<file path="src/rtl/ser_cfg_pkg.sv">
package ser_cfg_pkg;
    localparam int unsigned CFG_WORD_W   = 24;
    localparam int unsigned CFG_ADDR_W   = 3;
    localparam int unsigned CFG_SYNC_N   = 2;
    localparam int unsigned PUMP_REG     = 4;
    localparam int unsigned PUMP_LSB     = 10;
    localparam int unsigned REFSRC_BIT   = 18;
    localparam int unsigned MODE_REG     = 5;
    localparam int unsigned SYN_EN_BIT   = 6;
    localparam int unsigned DRV_EN_BIT   = 3;

    // index of each asynchronous input inside the synchronizer vector
    typedef enum int unsigned {
        IN_SCLK = 0,
        IN_SDAT = 1,
        IN_LOAD = 2,
        IN_SYN  = 3,
        IN_DRV  = 4
    } in_idx_e;
    localparam int unsigned IN_COUNT = 5;
endpackage

</file>
<file path="src/rtl/ser_cfg_sync.sv">
module ser_cfg_sync #(
    parameter int unsigned W      = 5,
    parameter int unsigned STAGES = 2
) (
    input  logic         clk,
    input  logic         rst_n,
    input  logic [W-1:0] async_i,
    output logic [W-1:0] level_o,
    output logic [W-1:0] rise_o
);
    typedef struct packed {
        logic [STAGES-1:0][W-1:0] pipe;
        logic [W-1:0]             prev;
    } sync_st_t;

    sync_st_t st_d, st_q;

    always_comb begin
        st_d         = st_q;
        st_d.pipe[0] = async_i;
        for (int s = 1; s < STAGES; s++) begin
            st_d.pipe[s] = st_q.pipe[s-1];
        end
        st_d.prev    = st_q.pipe[STAGES-1];
    end

    always_ff @(posedge clk or negedge rst_n) begin
        if (!rst_n) st_q <= '0;
        else        st_q <= st_d;
    end

    assign level_o = st_q.pipe[STAGES-1];
    assign rise_o  = st_q.pipe[STAGES-1] & ~st_q.prev;
endmodule

</file>
<file path="src/rtl/ser_cfg_shift.sv">
module ser_cfg_shift #(
    parameter int unsigned WORD_W = 24
) (
    input  logic              clk,
    input  logic              rst_n,
    input  logic              step_i,
    input  logic              bit_i,
    output logic [WORD_W-1:0] word_o
);
    typedef struct packed {
        logic [WORD_W-1:0] sr;
    } shift_st_t;

    shift_st_t st_d, st_q;

    always_comb begin
        st_d = st_q;
        if (step_i) begin
            st_d.sr = {st_q.sr[WORD_W-2:0], bit_i};
        end
    end

    always_ff @(posedge clk or negedge rst_n) begin
        if (!rst_n) st_q <= '0;
        else        st_q <= st_d;
    end

    assign word_o = st_q.sr;
endmodule

</file>
<file path="src/rtl/ser_cfg_bank.sv">
module ser_cfg_bank #(
    parameter int unsigned WORD_W = 24,
    parameter int unsigned ADDR_W = 3
) (
    input  logic                              clk,
    input  logic                              rst_n,
    input  logic                              commit_i,
    input  logic [WORD_W-1:0]                 word_i,
    output logic [(WORD_W<<ADDR_W)-1:0]       regs_o
);
    localparam int unsigned NREG = 1 << ADDR_W;

    logic [ADDR_W-1:0] sel;
    assign sel = word_i[ADDR_W-1:0];

    for (genvar g = 0; g < NREG; g++) begin : g_reg
        logic [WORD_W-1:0] val_d, val_q;

        always_comb begin
            val_d = val_q;
            if (commit_i && (sel == ADDR_W'(g))) begin
                val_d = word_i;
            end
        end

        always_ff @(posedge clk or negedge rst_n) begin
            if (!rst_n) val_q <= '0;
            else        val_q <= val_d;
        end

        assign regs_o[g*WORD_W +: WORD_W] = val_q;
    end
endmodule

</file>
<file path="src/rtl/ser_cfg_mode.sv">
module ser_cfg_mode #(
    parameter int unsigned WORD_W     = 24,
    parameter int unsigned PUMP_LSB   = 10,
    parameter int unsigned REFSRC_BIT = 18,
    parameter int unsigned SYN_EN_BIT = 6,
    parameter int unsigned DRV_EN_BIT = 3
) (
    input  logic [WORD_W-1:0] pump_reg_i,
    input  logic [WORD_W-1:0] mode_reg_i,
    input  logic              syn_pin_i,
    input  logic              drv_pin_i,
    output logic [1:0]        pump_sel_o,
    output logic              ref_ext_o,
    output logic              synth_active_o,
    output logic              ext_lo_sel_o,
    output logic              lo_pins_out_o
);
    logic active;

    always_comb begin
        pump_sel_o     = pump_reg_i[PUMP_LSB +: 2];
        ref_ext_o      = pump_reg_i[REFSRC_BIT];
        active         = syn_pin_i & mode_reg_i[SYN_EN_BIT];
        synth_active_o = active;
        ext_lo_sel_o   = ~active;
        lo_pins_out_o  = active & (drv_pin_i | mode_reg_i[DRV_EN_BIT]);
    end
endmodule

</file>
<file path="src/rtl/serial_cfg_loader.sv">
module serial_cfg_loader
    import ser_cfg_pkg::*;
#(
    parameter int unsigned WORD_W = CFG_WORD_W,
    parameter int unsigned ADDR_W = CFG_ADDR_W,
    parameter int unsigned SYNC_N = CFG_SYNC_N
) (
    input  logic                        clk,
    input  logic                        rst_n,
    input  logic                        ser_clk_i,
    input  logic                        ser_data_i,
    input  logic                        ser_load_i,
    input  logic                        synth_en_pin_i,
    input  logic                        lo_drv_pin_i,
    output logic [(WORD_W<<ADDR_W)-1:0] cfg_regs_o,
    output logic [1:0]                  pump_sel_o,
    output logic                        ref_ext_o,
    output logic                        synth_active_o,
    output logic                        ext_lo_sel_o,
    output logic                        lo_pins_out_o
);
    logic [IN_COUNT-1:0] raw_in, lvl, rise;
    logic [WORD_W-1:0]   shift_word;
    logic                sclk_step;
    logic                load_commit;

    assign raw_in[IN_SCLK] = ser_clk_i;
    assign raw_in[IN_SDAT] = ser_data_i;
    assign raw_in[IN_LOAD] = ser_load_i;
    assign raw_in[IN_SYN]  = synth_en_pin_i;
    assign raw_in[IN_DRV]  = lo_drv_pin_i;

    ser_cfg_sync #(.W(IN_COUNT), .STAGES(SYNC_N)) i_sync (
        .clk     (clk),
        .rst_n   (rst_n),
        .async_i (raw_in),
        .level_o (lvl),
        .rise_o  (rise)
    );

    assign sclk_step   = rise[IN_SCLK];
    assign load_commit = rise[IN_LOAD];

    ser_cfg_shift #(.WORD_W(WORD_W)) i_shift (
        .clk    (clk),
        .rst_n  (rst_n),
        .step_i (sclk_step),
        .bit_i  (lvl[IN_SDAT]),
        .word_o (shift_word)
    );

    ser_cfg_bank #(.WORD_W(WORD_W), .ADDR_W(ADDR_W)) i_bank (
        .clk      (clk),
        .rst_n    (rst_n),
        .commit_i (load_commit),
        .word_i   (shift_word),
        .regs_o   (cfg_regs_o)
    );

    ser_cfg_mode #(
        .WORD_W     (WORD_W),
        .PUMP_LSB   (PUMP_LSB),
        .REFSRC_BIT (REFSRC_BIT),
        .SYN_EN_BIT (SYN_EN_BIT),
        .DRV_EN_BIT (DRV_EN_BIT)
    ) i_mode (
        .pump_reg_i     (cfg_regs_o[PUMP_REG*WORD_W +: WORD_W]),
        .mode_reg_i     (cfg_regs_o[MODE_REG*WORD_W +: WORD_W]),
        .syn_pin_i      (lvl[IN_SYN]),
        .drv_pin_i      (lvl[IN_DRV]),
        .pump_sel_o     (pump_sel_o),
        .ref_ext_o      (ref_ext_o),
        .synth_active_o (synth_active_o),
        .ext_lo_sel_o   (ext_lo_sel_o),
        .lo_pins_out_o  (lo_pins_out_o)
    );
endmodule

</file>
<file path="config.mk">
export PLATFORM = sky130hd
export DESIGN_NAME = serial_cfg_loader
export DESIGN_NICKNAME = d
export VERILOG_FILES = /design/src/rtl/ser_cfg_pkg.sv /design/src/rtl/ser_cfg_sync.sv /design/src/rtl/ser_cfg_shift.sv /design/src/rtl/ser_cfg_bank.sv /design/src/rtl/ser_cfg_mode.sv /design/src/rtl/serial_cfg_loader.sv
export SDC_FILE = /design/constraint.sdc
export NUM_CORES = 1
export LEC_CHECK = 0
export BUFFER_PORTS_ARGS = -buffer_cell sky130_fd_sc_hd__buf_2
export CAP_MARGIN = 10
export CORE_UTILIZATION = 48
export CTS_CLUSTER_DIAMETER = 120
export CTS_CLUSTER_SIZE = 10
export DETAILED_ROUTE_END_ITERATION = 8
export PLACE_DENSITY = 0.76
export RECOVER_POWER = 50
export SETUP_SLACK_MARGIN = 0.5
export SYNTH_ARGS = -nofsm -noshare
export SYNTH_HDL_FRONTEND = slang
export SYNTH_SLANG_ARGS = --single-unit
</file>
<file path="constraint.sdc">
create_clock -name clk -period 1.7 [get_ports clk]
set_input_delay 0.17 -clock clk [delete_from_list [all_inputs] [get_ports clk]]
set_output_delay 0.17 -clock clk [all_outputs]
set_load 0.05 [all_outputs]
</file>
### Word-level counts from Yosys, hierarchy flattened

Index checks and enable logic that the tools add are counted.
Widths: inputs -> output; s select.

* bits in registers: 229
* input port bits: 7
* output and inout port bits: 198

* eq/ne operators: 7
* bitwise logic cells: 6
* reduce and logical (&&, ||, !) cells: 9

Operator list (count)
* $eq 3x3->1 const B: 4
* $logic_and 1x1->1: 8
* $eq 3x2->1 const B: 2
* $and 3x3->3: 1
* $eq 3x1->1 const B: 1
* $logic_not 3->1: 1
* $not 3->3: 1
* $and 1x1->1: 2
* $not 1->1: 1
* $or 1x1->1: 1

### Longest topological paths before layout

* word-level depth: 3
* depth in mapped cells: 6
* depth with buffers taken out: 3

### Hierarchy

From an unflattened synthesis, not the netlist that was laid out.

* cell total of the unflattened synthesis: 497
* area, all modules: 8697.1 µm²

Modules (own cells, without submodules)
* ser_cfg_bank: cells each 415, instances 1, area each 7175.6 µm²
* ser_cfg_shift: cells each 51, instances 1, area each 997.2 µm²
* ser_cfg_sync: cells each 25, instances 1, area each 481.7 µm²
* ser_cfg_mode: cells each 6, instances 1, area each 42.5 µm²

### Worst setup path before layout

No wires, ideal clock.

* path kind: reg-to-output
* start point: reg i_bank.g_reg[5].val_q[6]
* end point: out lo_pins_out_o
* stages on the path, launching flop included: 3
* required time: 1530 ps
* slack: -339 ps
* arrival time: 1869 ps
* cell sequence: dfrtp_1 nand2_1 nor2_1

* longest elaborated chain between the ends: 2

Ends and longest elaborated chain
* start: declaration: RTL line ser_cfg_bank.sv:17 `logic [WORD_W-1:0] val_d, val_q;`
* start signal: assignment: RTL line ser_cfg_bank.sv:28 `else val_q <= val_d;`
* $and 1x1->1: RTL line ser_cfg_mode.sv:23 `active = syn_pin_i & mode_reg_i[SYN_EN_BIT];`
* $and 1x1->1: RTL line ser_cfg_mode.sv:26 `lo_pins_out_o = active & (drv_pin_i | mode_reg_i[DRV_EN_BIT]);`
* end: declaration: RTL line serial_cfg_loader.sv:20 `output logic lo_pins_out_o`

Every way passes these cells.

### Worst setup path after layout

* start point: reg i_sync.st_q[2] (netlist name)
* end point: reg i_bank.g_reg[5].val_q[4]

* longest elaborated chain between the ends: 3

Ends and longest elaborated chain
* start: declaration: RTL line ser_cfg_sync.sv:16 `sync_st_t st_d, st_q;`
* start signal: assignment: RTL line ser_cfg_sync.sv:29 `else st_q <= st_d;`
* $not 3->3: RTL line ser_cfg_sync.sv:33 `assign rise_o = st_q.pipe[STAGES-1] & ~st_q.prev;`
* $and 3x3->3: RTL line ser_cfg_sync.sv:33
* $logic_and 1x1->1: RTL line ser_cfg_bank.sv:21 `if (commit_i && (sel == ADDR_W'(g))) begin`

Every way passes these cells.
A chain may end at the register's enable or synchronous reset.

==> flow_summary.toml <==
[timing]
final_hold_viol_count = 0
fin_crit_sh_pct = 97.0
worstMarginPinSlew_ps = 884
max_clock_freq_mhz = 607
slew_headroom_pct = 41.1
setup_viol = 0
drv_slew = 0
layout_min_cycle_time_ps = 1650
rsz0062_at_grt = "true"
finClkSkew_ps = 6.72
fin_ws_ps = 51.6

[yosys]
synth.avg_cell_area_um2 = 16.7
synth.cell_area_um2 = 8460
synth-seq-cells = 228
synth_cell_types = 21
syn_inst = 507
yosys.area.top_type = "dfrtp_1"
synth_nets = 514
yosys.area.top_type_share_pct = 67.4
yosysSeqAreaShare_pct = 67.4
synth_area_leaders = "dfrtp_1, mux2_2, buf_6"
ys_warn_count = 0

[route]
drt_iter0_drc = 265
routed_wl_um = 25000
num_vias = 5655
drt_first_pass_iters = 4
drc = 0
wl_per_cell_um = 22.8
ant_nets = 0
via_per_inst = 5.17

[power]
powerDensity_nw_per_um2 = 1610
power.leakage_nw = 6.74
ir_worst_vdd_uv = 1280

[place]
portBuffers = 204
gp_congestion = 0.738
hpwl_um = 12900
pre_cts_ws_ps = 71.5
place_inst = 913

[setup_path]
crit_type = "flip-flop to flip-flop"
reg2reg_depth = 4
end_kind = "flip-flop"
path_max_fanout = 11
crit_path_start_kind = "flip-flop"
cp.arrival_ps = 2040
required_ps = 2090

[die]
boundaryPins = 205
fp.dieH_um = 135
core_um2 = 17200
die_x_um = 135
rows = 48
initial_utilization_pct = 49.1
die_area_um2 = 18200

[grt]
grt_pass1_wl_um = 35900
use_met2_pct = 46.1
overflow = 0
use_met1_pct = 32.9
grt_start_max_net_pins = 61
antenna_found_initial = 0
grt_usage_pct = 26.4
grt_util_met3_pct = 4.39
top_usage_layer = "met2"
first_global_vias = 5935

[min_path]
hold_class = "input port to flip-flop"
whs_path_depth = 2

[clock_network]
cts_buffer_depth = 3
cts_max_level = 1
cts_sinks = 228
path_clk_slew_ps = 50
root_buffer = "clkbuf_16"
cts_tree = "built"
clk_latency_ps = 510
cts_inserted_buffers = 26

[outcome]
status = "finished, final reports clean"

[cells_and_area]
instances_no_fill = 1093
postLayoutCoreUtil_pct = 76.2
layout-drive-gt1-share_pct = 67.5
syn_to_final_growth_pct = 55.2
antenna-diode-count = 0
nets = 873

[job]
drv_cap = 0
Yosys cell counts (all sizes together):
| library cell | count |
|---|---|
| nand2b | 4 |
| or2 | 9 |
| nor2 | 4 |
| nand3b | 3 |
| and3 | 1 |
| dfrtp | 228 |
| clkbuf | 1 |
| and2 | 9 |
| nand2 | 3 |
| buf | 45 |
| nor2b | 4 |
| mux2 | 192 |
| inv | 1 |
| nor3b | 3 |
power breakdown:
group	total [mW]	switching (mW)	internal, mW
clock network	4.84	2.01	2.83
registers	7.83	1.27	6.57
logic	8.45	4.94	3.51
total	21.1	8.21	12.9
final timing paths:
path | start | end | slack, ps
setup / recovery | i_sync.st_q[2]$_DFF_PN0_ | i_bank.g_reg[5].val_q[4]$_DFFE_PN0P_ | 50
hold / removal | ser_data_i | i_sync.st_d[11]$_DFF_PN0_ | 300
setup reg to reg | i_sync.st_q[2]$_DFF_PN0_ | i_bank.g_reg[5].val_q[4]$_DFFE_PN0P_ | 50
hold reg to reg | i_sync.st_d[11]$_DFF_PN0_ | i_sync.level_o[1]$_DFF_PN0_ | 350
max in group asynchronous | rst_n | i_bank.g_reg[2].val_q[3]$_DFFE_PN0P_ | 270
min in group asynchronous | rst_n | i_bank.g_reg[7].val_q[18]$_DFFE_PN0P_ | 340
through the flow:
step           setup TNS, ps  cell area [µm²]  hold WS [ps]  total power [mW]
4_1_cts                    0            13100           201              21.1
3_3_place_gp               0            10100           138              13.9
2_1_floorplan              0             8810          -126              12.4
6_report                   0            13100           301              21.1
3_5_place_dp               0            10100           143              14.1
5_1_grt                -2.50            13100           287              21.8
routing by layer:
layer / vias to the layer above / routed length (µm)
met5: - / 0
met4: 0 / 700
met3: 49 / 1110
met2: 188 / 13200
met1: 2970 / 9960
li1: 2448 / -
critical path, stage by stage (launching register included):
cell      delay (ps)
dfrtp_1          420
nand3b_4         230
nor3b_4          310
buf_8            210
mux2_2           350
cell families after synthesis:
logic type / Yosys count / share of synthesized area (%)
buffers and inverters: 47 / 3.50
flip-flops: 228 / 67.4
multiplexers: 192 / 25.5
AND/OR/NAND/NOR: 40 / 3.53
flip-flops by register name, summed over array words and instances, names as in the netlist:
name and cells:
i_bank.g.val_q 192, i_shift.word_o 24, i_sync.level_o 5, i_sync.st_d 5, i_sync.st_q 2
timing repair:
action | 4_1_cts | 5_1_grt
resized for setup | 454 | 26
setup buffers | 83 | 51
endpoints found under the hold margin | 90 | 0
gates cloned | 8 | 2
setup endpoints to repair | 403 | 414
hold buffers | 6 | 0
pin swaps | 9 | 4
layout by cell type, fill, tap and decap left out:
| master | Yosys | final |
|---|---|---|
| and2_1 | 9 | 5 |
| mux2_4 | 0 | 80 |
| dlygate4sd3_1 | 0 | 6 |
| clkbuf_1 | 1 | 40 |
| nand2b_4 | 0 | 2 |
| buf_8 | 0 | 8 |
| nand2_2 | 1 | 1 |
| buf_12 | 0 | 14 |
| nor2b_1 | 4 | 3 |
| nand2b_1 | 4 | 2 |
| buf_6 | 11 | 146 |
| buf_1 | 20 | 3 |
| dfrtp_2 | 0 | 5 |
| nor3b_4 | 3 | 3 |
| clkbuf_2 | 0 | 25 |
| or2_2 | 9 | 4 |
| nand2_8 | 0 | 1 |
| or2_4 | 0 | 5 |
| clkbuf_16 | 0 | 29 |
| and3_4 | 0 | 1 |
| nand3b_4 | 1 | 3 |
| clkbuf_4 | 0 | 2 |
| nor2b_4 | 0 | 1 |
| buf_2 | 6 | 5 |
| clkinvlp_4 | 0 | 1 |
| buf_4 | 8 | 122 |
| nand2_4 | 0 | 1 |
| and2_4 | 0 | 4 |
| clkbuf_8 | 0 | 1 |
| buf_16 | 0 | 6 |
| nor2_4 | 0 | 4 |
| dfrtp_1 | 228 | 223 |
| mux2_2 | 191 | 112 |
cell type report:
class	count	area, µm²
Inverter	1	7.51
Clock buffer	30	697
Tap cell	225	282
Sequential cell	228	5710
Fill cell	959	4100
Multi-Input combinational cell	232	2880
Timing Repair Buffer	377	3550
(Power assumes the default switching activity.)
